**src/rtl/clkctl_pkg.sv**
```systemverilog
package clkctl_pkg;
  localparam int ADDR_W = 12;
  localparam int DATA_W = 32;
  localparam int SEL_W  = 2;
  localparam int DIV_W  = 6;
  localparam int SEL_LSB = 4;
  localparam int D0_LSB  = 8;
  localparam int D1_LSB  = 20;

  localparam logic [ADDR_W-1:0] OFS_LOCK   = 12'h004;
  localparam logic [ADDR_W-1:0] OFS_UNLOCK = 12'h008;
  localparam logic [ADDR_W-1:0] OFS_STATUS = 12'h00C;
  localparam logic [ADDR_W-1:0] OFS_CTRL   = 12'h170;

  localparam logic [DATA_W-1:0] KEY_LOCK   = 32'h0000_767B;
  localparam logic [DATA_W-1:0] KEY_UNLOCK = 32'h0000_DF0D;

  typedef struct packed {
    logic [SEL_W-1:0] sel;
    logic [DIV_W-1:0] d0;
    logic [DIV_W-1:0] d1;
  } clk_cfg_t;

  function automatic clk_cfg_t unpack_cfg(input logic [DATA_W-1:0] w);
    clk_cfg_t c;
    c.sel = w[SEL_LSB +: SEL_W];
    c.d0  = w[D0_LSB  +: DIV_W];
    c.d1  = w[D1_LSB  +: DIV_W];
    return c;
  endfunction

  function automatic logic [DATA_W-1:0] pack_cfg(input clk_cfg_t c);
    logic [DATA_W-1:0] w;
    w = '0;
    w[SEL_LSB +: SEL_W] = c.sel;
    w[D0_LSB  +: DIV_W] = c.d0;
    w[D1_LSB  +: DIV_W] = c.d1;
    return w;
  endfunction

  function automatic logic [DIV_W-1:0] eff_div(input logic [DIV_W-1:0] d);
    return (d == '0) ? DIV_W'(1) : d;
  endfunction
endpackage

```
**src/rtl/clkctl_lock.sv**
```systemverilog
module clkctl_lock
  import clkctl_pkg::*;
(
  input  logic              clk,
  input  logic              rst_n,
  input  logic              wr_en,
  input  logic [ADDR_W-1:0] addr,
  input  logic [DATA_W-1:0] wdata,
  output logic              locked
);
  logic hit_unlock, hit_lock;

  always_comb begin
    hit_unlock = wr_en && (addr == OFS_UNLOCK) && (wdata == KEY_UNLOCK);
    hit_lock   = wr_en && (addr == OFS_LOCK)   && (wdata == KEY_LOCK);
  end

  always_ff @(posedge clk) begin
    if (!rst_n)          locked <= 1'b1;
    else if (hit_lock)   locked <= 1'b1;
    else if (hit_unlock) locked <= 1'b0;
  end
endmodule

```
**src/rtl/clkctl_cfg_reg.sv**
```systemverilog
module clkctl_cfg_reg
  import clkctl_pkg::*;
#(
  parameter logic [DATA_W-1:0] RST_WORD = 32'h0010_0A00
)(
  input  logic              clk,
  input  logic              rst_n,
  input  logic              wr_en,
  input  logic [ADDR_W-1:0] addr,
  input  logic [DATA_W-1:0] wdata,
  input  logic              locked,
  output clk_cfg_t          cfg
);
  localparam clk_cfg_t RST_CFG = unpack_cfg(RST_WORD);

  always_ff @(posedge clk) begin
    if (!rst_n)
      cfg <= RST_CFG;
    else if (wr_en && !locked && (addr == OFS_CTRL))
      cfg <= unpack_cfg(wdata);
  end
endmodule

```
**src/rtl/clkctl_div.sv**
```systemverilog
module clkctl_div
  import clkctl_pkg::*;
#(
  parameter int                NUM_SRC  = 4,
  parameter logic [DATA_W-1:0] RST_WORD = 32'h0010_0A00
)(
  input  logic               clk,
  input  logic               rst_n,
  input  logic [NUM_SRC-1:0] src_tick,
  input  clk_cfg_t           cfg_in,
  output logic               tick_en
);
  localparam clk_cfg_t RST_CFG = unpack_cfg(RST_WORD);

  clk_cfg_t         act_q;
  logic [DIV_W-1:0] cnt0_q, cnt1_q, d0_e, d1_e;
  logic             sel_tick, wrap0, wrap1, term;

  always_comb begin
    d0_e     = eff_div(act_q.d0);
    d1_e     = eff_div(act_q.d1);
    sel_tick = (int'(act_q.sel) < NUM_SRC) ? src_tick[act_q.sel] : 1'b0;
    wrap0    = (cnt0_q == d0_e - 1'b1);
    wrap1    = (cnt1_q == d1_e - 1'b1);
    term     = sel_tick && wrap0 && wrap1;
  end

  always_ff @(posedge clk) begin
    if (!rst_n) begin
      act_q   <= RST_CFG;
      cnt0_q  <= '0;
      cnt1_q  <= '0;
      tick_en <= 1'b0;
    end else begin
      tick_en <= term;
      if (sel_tick) begin
        if (wrap0) begin
          cnt0_q <= '0;
          cnt1_q <= wrap1 ? '0 : cnt1_q + 1'b1;
        end else begin
          cnt0_q <= cnt0_q + 1'b1;
        end
      end
      if (term) act_q <= cfg_in;
    end
  end
endmodule

```
**src/rtl/clkctl_regblk.sv**
```systemverilog
module clkctl_regblk
  import clkctl_pkg::*;
#(
  parameter int                NUM_SRC  = 4,
  parameter logic [DATA_W-1:0] CTRL_RST = 32'h0010_0A00
)(
  input  logic               clk,
  input  logic               rst_n,
  input  logic [ADDR_W-1:0]  bus_addr,
  input  logic [DATA_W-1:0]  bus_wdata,
  input  logic               bus_we,
  output logic [DATA_W-1:0]  bus_rdata,
  input  logic [NUM_SRC-1:0] src_tick,
  output logic               clk_en_out
);
  logic             locked_w;
  clk_cfg_t         cfg_w;
  logic [DATA_W-1:0] ctrl_word;

  clkctl_lock i_lock (
    .clk(clk), .rst_n(rst_n), .wr_en(bus_we), .addr(bus_addr),
    .wdata(bus_wdata), .locked(locked_w)
  );

  clkctl_cfg_reg #(.RST_WORD(CTRL_RST)) i_cfg (
    .clk(clk), .rst_n(rst_n), .wr_en(bus_we), .addr(bus_addr),
    .wdata(bus_wdata), .locked(locked_w), .cfg(cfg_w)
  );

  clkctl_div #(.NUM_SRC(NUM_SRC), .RST_WORD(CTRL_RST)) i_div (
    .clk(clk), .rst_n(rst_n), .src_tick(src_tick), .cfg_in(cfg_w),
    .tick_en(clk_en_out)
  );

  always_comb ctrl_word = pack_cfg(cfg_w);

  always_comb begin
    case (bus_addr)
      OFS_STATUS: bus_rdata = {{(DATA_W-1){1'b0}}, locked_w};
      OFS_CTRL:   bus_rdata = ctrl_word;
      default:    bus_rdata = '0;
    endcase
  end
endmodule

```
**config.mk**
```make
export PLATFORM = sky130hd
export DESIGN_NAME = clkctl_regblk
export DESIGN_NICKNAME = d
export VERILOG_FILES = /design/src/rtl/clkctl_pkg.sv /design/src/rtl/clkctl_lock.sv /design/src/rtl/clkctl_cfg_reg.sv /design/src/rtl/clkctl_div.sv /design/src/rtl/clkctl_regblk.sv
export SDC_FILE = /design/constraint.sdc
export NUM_CORES = 1
export LEC_CHECK = 0
export BUFFER_PORTS_ARGS = -buffer_cell sky130_fd_sc_hd__buf_2
export CAP_MARGIN = 20
export CELL_PAD_IN_SITES_DETAIL_PLACEMENT = 1
export CELL_PAD_IN_SITES_GLOBAL_PLACEMENT = 2
export CORE_MARGIN = 2
export CORE_UTILIZATION = 30
export DETAILED_ROUTE_END_ITERATION = 10
export PLACE_DENSITY = 0.93
export SKIP_CTS_REPAIR_TIMING = 1
export SYNTH_ARGS = -nofsm -noshare
export SYNTH_HDL_FRONTEND = slang
export SYNTH_SLANG_ARGS = --single-unit
```
**constraint.sdc**
```tcl
create_clock -name clk -period 8.8 [get_ports clk]
set_input_delay 0.88 -clock clk [delete_from_list [all_inputs] [get_ports clk]]
set_output_delay 0.88 -clock clk [all_outputs]
set_load 0.03 [all_outputs]
```
# After elaboration in Yosys (flattened, before gate mapping)
# Index checks and enable logic that the tools add are counted.
# Widths: inputs -> output; s select.
# classes
muxes	7
order_cmp	1
eq_ne	8
n_reduce_logical	13
bitwise_logic	1
add_sub_neg	4
# op_table
op	n
$pmux 26 s2	1
$eq 32x15->1 const B	1
$eq 32x16->1 const B	1
$eq 12x4->1 const B	2
$mux 6	4
$add 6x1->6 const B	2
$eq 12x3->1 const B	1
$eq 12x9->1 const B	1
$eq 6x6->1	2
$logic_not 6->1	2
$sub 6x1->6 const B	2
$logic_and 1x1->1	8
$lt 2x3->1 const B	1
$bmux 1 s2	1
$reduce_and 2->1	1
$reduce_or 2->1	1
$logic_not 1->1	1
$mux 1	1
$not 1->1	1
# word_totals
regBits	42
out_inout_bits	33
elab_cells	44
input_bits	51

# Logic depth before layout (Yosys ltp)
# depth
ltp_word	6
depth_mapped	11
mapped_depth_nobuf	9

# Hierarchy
# From an unflattened synthesis, not the netlist that was laid out.
# unflattened
cells_unflattened	327
area_unflattened_um2	2817.7
# modules_own_cells
module	instances	cells_each	area_each_um2	seq_area_each_um2
clkctl_div	1	178	1470.2	540.5
clkctl_cfg_reg	1	66	639.4	280.3
clkctl_regblk	1	59	499.2	0.0
clkctl_lock	1	24	209.0	20.0

# Worst setup path before layout
# OpenSTA, ideal clock, no wires.
# synth_timing
path_type	input-to-output
start	input bus_addr[7]
end	output bus_rdata[11]
required_time_ps	7920
setup_slack_ps	5767
n_path_buf	1
path_stages	5
arrival_time_ps	2153
path_cell_list	nor4_1 -> nand2_1 -> nor3_1 -> clkbuf_1 -> and2_1
# synth_via
elab_chain_cells	2
word_cells_on_any_way	3
cone_classes	eq/ne (2); mux (1)
# synth_rtl
item	line	rtl
start: declaration	clkctl_regblk.sv:9	input logic [ADDR_W-1:0] bus_addr,
$eq 12x9->1 / $eq 12x4->1 (equally long branches)	clkctl_regblk.sv:38	case (bus_addr)
$pmux 26 s2 *	clkctl_regblk.sv:38	
end: declaration	clkctl_regblk.sv:12	output logic [DATA_W-1:0] bus_rdata,
# Every way passes the cells marked *; elsewhere a longest branch is shown, timed or not.

# Worst setup path after layout
# layout_timing
start	register i_div.act_q[2] (netlist name)
end	register i_div.act_q[3] (netlist name)
# layout_via
elab_chain_cells	5
# layout_rtl
item	line	rtl
start: declaration	clkctl_div.sv:15	clk_cfg_t act_q;
start signal: assignment	clkctl_div.sv:44	if (term) act_q <= cfg_in;
$logic_not 6->1	clkctl_pkg.sv:42	return (d == '0) ? DIV_W'(1) : d;
$mux 6 *	clkctl_pkg.sv:42	
$sub 6x1->6 *	clkctl_div.sv:24	wrap1 = (cnt1_q == d1_e - 1'b1);
$eq 6x6->1 *	clkctl_div.sv:24	
$logic_and 1x1->1 *	clkctl_div.sv:25	term = sel_tick && wrap0 && wrap1;
# Marked as above.
# A chain may end at the register's enable or synchronous reset.

==> results.md <==
Timing:
- The final hold violation count is 0.
- The final-report setup violation count is 0.
- The final period utilization is 37.8%.
- Setup repair after global routing left no endpoint under its margin.
- The final critical-path setup slack is approximately 5.5 ns.
- The final critical-path required period is 3.33 ns.
- Summed over all failing endpoints, the final setup total negative slack is 0 ns.
- The count of pins over their slew limit is 0.
- For the pin with the worst max-slew slack, the measured transition is 0.894 ns.
- In this run the tightest slew margin relative to its limit is 39.9%.
- On the final layout, the worst clock skew is a little over 0.008 ns.
- The timing-limited maximum frequency is around 0.30 GHz.

Place:
- The cell count after placement is 473.
- The final RePlAce weighted congestion is 0.900.
- The placed wire-length estimate after detailed placement is ~5400 µm.
- Input and output buffers added on the ports amount to 66.
- Before CTS, the worst setup slack after placement is roughly 5.5 ns.

Layout:
- In the layout the commonest cells are buf_2 (66), nand2_1 (61), dfxtp_1 (42), a21oi_1 (17), conb_1 (17).
- After the last flow step, the layout net total stands at between 400 and 500.
- The library cell used most frequently in the layout, excluding fill and tap cells, is buf_2.
- The area growth from synthesis to layout is 15.6%.
- 0 antenna diodes ended up in the layout.
- The total area of sequential cells is approximately 840 µm².
- After filler insertion, the fill cell instance count of the layout stands at 1096.
- The multi-input combinational cells in the finished layout cover a total of 1580 µm².
- After the flow finishes, the layout carries non-filler instances totaling 481.
- The fraction of layout cells with a size suffix above 1 is between 20% and 30%.

Setup path:
- The biggest fanout along the worst timing path is 12.
- The critical path is of the reg2reg type.
- The kind of start point of the critical path is a flop.
- The capture point of the critical path is i_div.act_q[3].
- The worst register-to-register path ends at i_div.act_q[3].
- For the worst flop-to-flop path, the logic depth is 9.
- The worst stage delay on the critical path is 0.59 ns.
- Walking the worst path, the cells encountered are or4_4, o21a_1, ha_1, o21ba_2, a22oi_1, o211ai_1, or3_1, nor3_4, mux2i_1.
- The startpoint of the most critical setup path is i_div.act_q[2].
- The setup check on the worst reg-to-reg path leaves a slack of between 5 and 6 ns.
- The arrival time at the worst endpoint is 3.55 ns.
- STA classifies the critical path endpoint as a flop.
- The largest individual stage delay along the critical path comes from the cell nor3_4.
- STA puts the critical path data required time at 9.02 ns.
- In this run the critical register-to-register path is launched from i_div.act_q[2].

Drt:
- The detailed router's first-iteration violation count is 105.
- The number of vias per cell after detailed routing is between 5 and 6.
- The top routing layer in use is met4.
- The detail route stage leaves a number of antenna-violating nets equal to 0.
- In the routed design, unresolved DRC markers number 0.
- The first detailed-routing pass took 4 iterations.
- Dividing the detail-routed wire length by the instance count gives 14.6 µm.
- In the detailed route, the total length drawn on met2 is 3440 µm.
- Detailed routing placed a total of 392 µm of wire on met3.
- The final route contains 2460 vias.
- After detailed routing, the total wire length is 7010 µm.
- The detailed router put a total of 3050 µm of wire on met1.

Die:
- For this design the top-level I/O count stands at 84.
- The horizontal die dimension is 97.3 µm.
- The die covers 9460 µm².
- The area of the placeable core is between 8000 and 9000 µm².
- The chip height is just under 100 µm.
- The cell row count is 34.
- The starting density of the core is 30.4%.

Global routing:
- The number of antenna violations at the first check in global routing is 0.
- Entering global routing, the biggest net connects 38 pins.
- The global routing usage summed across all routing layers is 15.1%.
- The number of global-route vias before repair is 2461.
- The first global-routing pass estimated 11900 µm of wire.
- Summed over all layers, the global routing overflow is 0.

Clock tree:
- The H-tree depth is 2.
- The sink count of the clock tree is 42.
- CTS placed an instance of clkbuf_8 at the clock tree root.
- The clock transition at the registers of the reported paths is 0.08 ns.
- The clock latency at the later pin of the worst-skew pair is 0.30 ns.
- The CTS tree is built.
- Buffers inserted during clock tree synthesis total 5.
- In this run the deepest clock path goes through 2 buffers.

Pwr:
- The cell area power density is ~130 nW/µm².
- The peak supply drop is roughly 48 µV.
- The leakage power is 1.19 nW.

Yosys:
- Of the total synthesized cell area, the portion taken by AND, OR, NAND and NOR gates is ~33%.
- Synthesis produced approximately 320 cells.
- The synthesized netlist contains 58 unique library cells.
- The fraction of synthesis flops using an asynchronous set or reset pin is 0%.
- The synthesized flop and latch total is 42.
- The average instance in the mapped netlist occupies roughly 8.1 µm².
- The area fraction in compound gates after synthesis is between 10% and 20%.
- The mapped netlist covers 2610 µm².
- Sequential cells were found to cover 32.2% of the synthesized design area.
- After Yosys synthesis, full adders, half adders and majority gates account for under 10% of the synthesized area.
- The dominant combinational cell family by area after synthesis is simple AND/OR/NAND/NOR gates.
- The xor/xnor cell area share of the yosys netlist is 3.69%.
- Yosys mapped a number of flops with a built-in enable equal to 0.
- For this run, the number of Yosys warnings is 0.
- The multiplexer share of the synthesized area is 5.47%.
- The most used flip-flop cell after synthesis is dfxtp_1.

Min path:
- The path class of the tightest hold or removal check is reg2reg.

Job:
- The total of max-cap violations is 0.

Outcome:
- The flow ran to the end, and the final reports show no timing, DRC or antenna violations.
[logic make-up after synthesis]
logic type      count (synthesis)
simple gates                  154
other cells                     1
buf+inv                        42
fa+ha+maj                       3
compound gates                 55
mux                            13
xor+xnor                       11
flops                          42
[synthesized netlist by cell type (all sizes together) (4+ instances only)]
cell	count	area share, %
nor4	9	2.2
nor2	6	0.86
and3	4	0.96
and2	14	3.4
mux2i	12	4.6
buf	27	7.3
o21ai	9	1.7
nand4	7	1.7
dfxtp	42	32
nor3	12	2.7
nand3	8	1.5
a21oi	17	3.3
nor4b	4	1.6
o22ai	4	0.96
clkbuf	12	1.7
or4	4	1.3
xor2	6	2.0
o211a	4	1.5
nand3b	5	1.4
xnor2	5	1.7
nand2	61	8.8
[through the flow]
stage / hold WS, ns / power, mW / instance area [µm²] / util, %
finish: 0.476 / 0.383 / 3020 / 35.1
floorplan: 0.440 / 0.222 / 2670 / -
detailed placement: 0.470 / 0.232 / 2910 / 33.8
global route: 0.504 / 0.396 / 3020 / 35.1
CTS: 0.483 / 0.387 / 3020 / 35.1
global placement: 0.466 / 0.231 / 2910 / 33.8
[worst min-delay path by stage]
stage,startpoint,end,slack [ns],cells after the start
6_report,i_cfg.cfg[10],i_cfg.cfg[10],0.48,2
5_1_grt,i_div.act_q[13],i_div.act_q[13],0.50,2
4_1_cts,i_cfg.cfg[10],i_cfg.cfg[10],0.48,2
3_5_place_dp,i_cfg.cfg[3],i_cfg.cfg[3],0.47,2
3_3_place_gp,i_cfg.cfg[11],i_cfg.cfg[11],0.47,2
2_1_floorplan,i_div.act_q[13],i_div.act_q[13],0.44,2
[layout make-up]
type,count,share of cell area (%)
Clock buffer,6,2.41
Clock inverter,2,1.24
Inverter,3,0.373
Multi-Input combinational cell,253,52.4
Sequential cell,42,27.9
Tap cell,108,4.48
Timing Repair Buffer,67,11.2
[power breakdown]
| group | switching [mW] | internal (mW) |
|---|---|---|
| registers | 0.00166 | 0.191 |
| logic | 0.0221 | 0.0124 |
| clock network | 0.0710 | 0.0847 |
[layer usage]
layer,GRT usage [%],up-vias
met1,19.1,1148
met3,2.59,12
met2,26.1,77
met4,4.91,0
met5,0,-
li1,-,1223
[flip-flops by register name, summed over array words and instances, names as in the netlist]
signal / cells
i_div.cnt0_q: 6
i_div.cnt1_q: 6
i_cfg.cfg: 14
i_div.tick_en: 1
i_lock.locked: 1
i_div.act_q: 14
[worst max-delay path: cells and delay by family (launching register included)]
family	cells	cell delay [ns]
AND/OR/NAND/NOR	3	1.61
AO/OA/AOI/OAI	4	0.73
flip-flops	1	0.38
multiplexers	1	0.28
adder cells (fa/ha/maj)	1	0.26
Note: power is estimated with default switching activity, not from simulation.
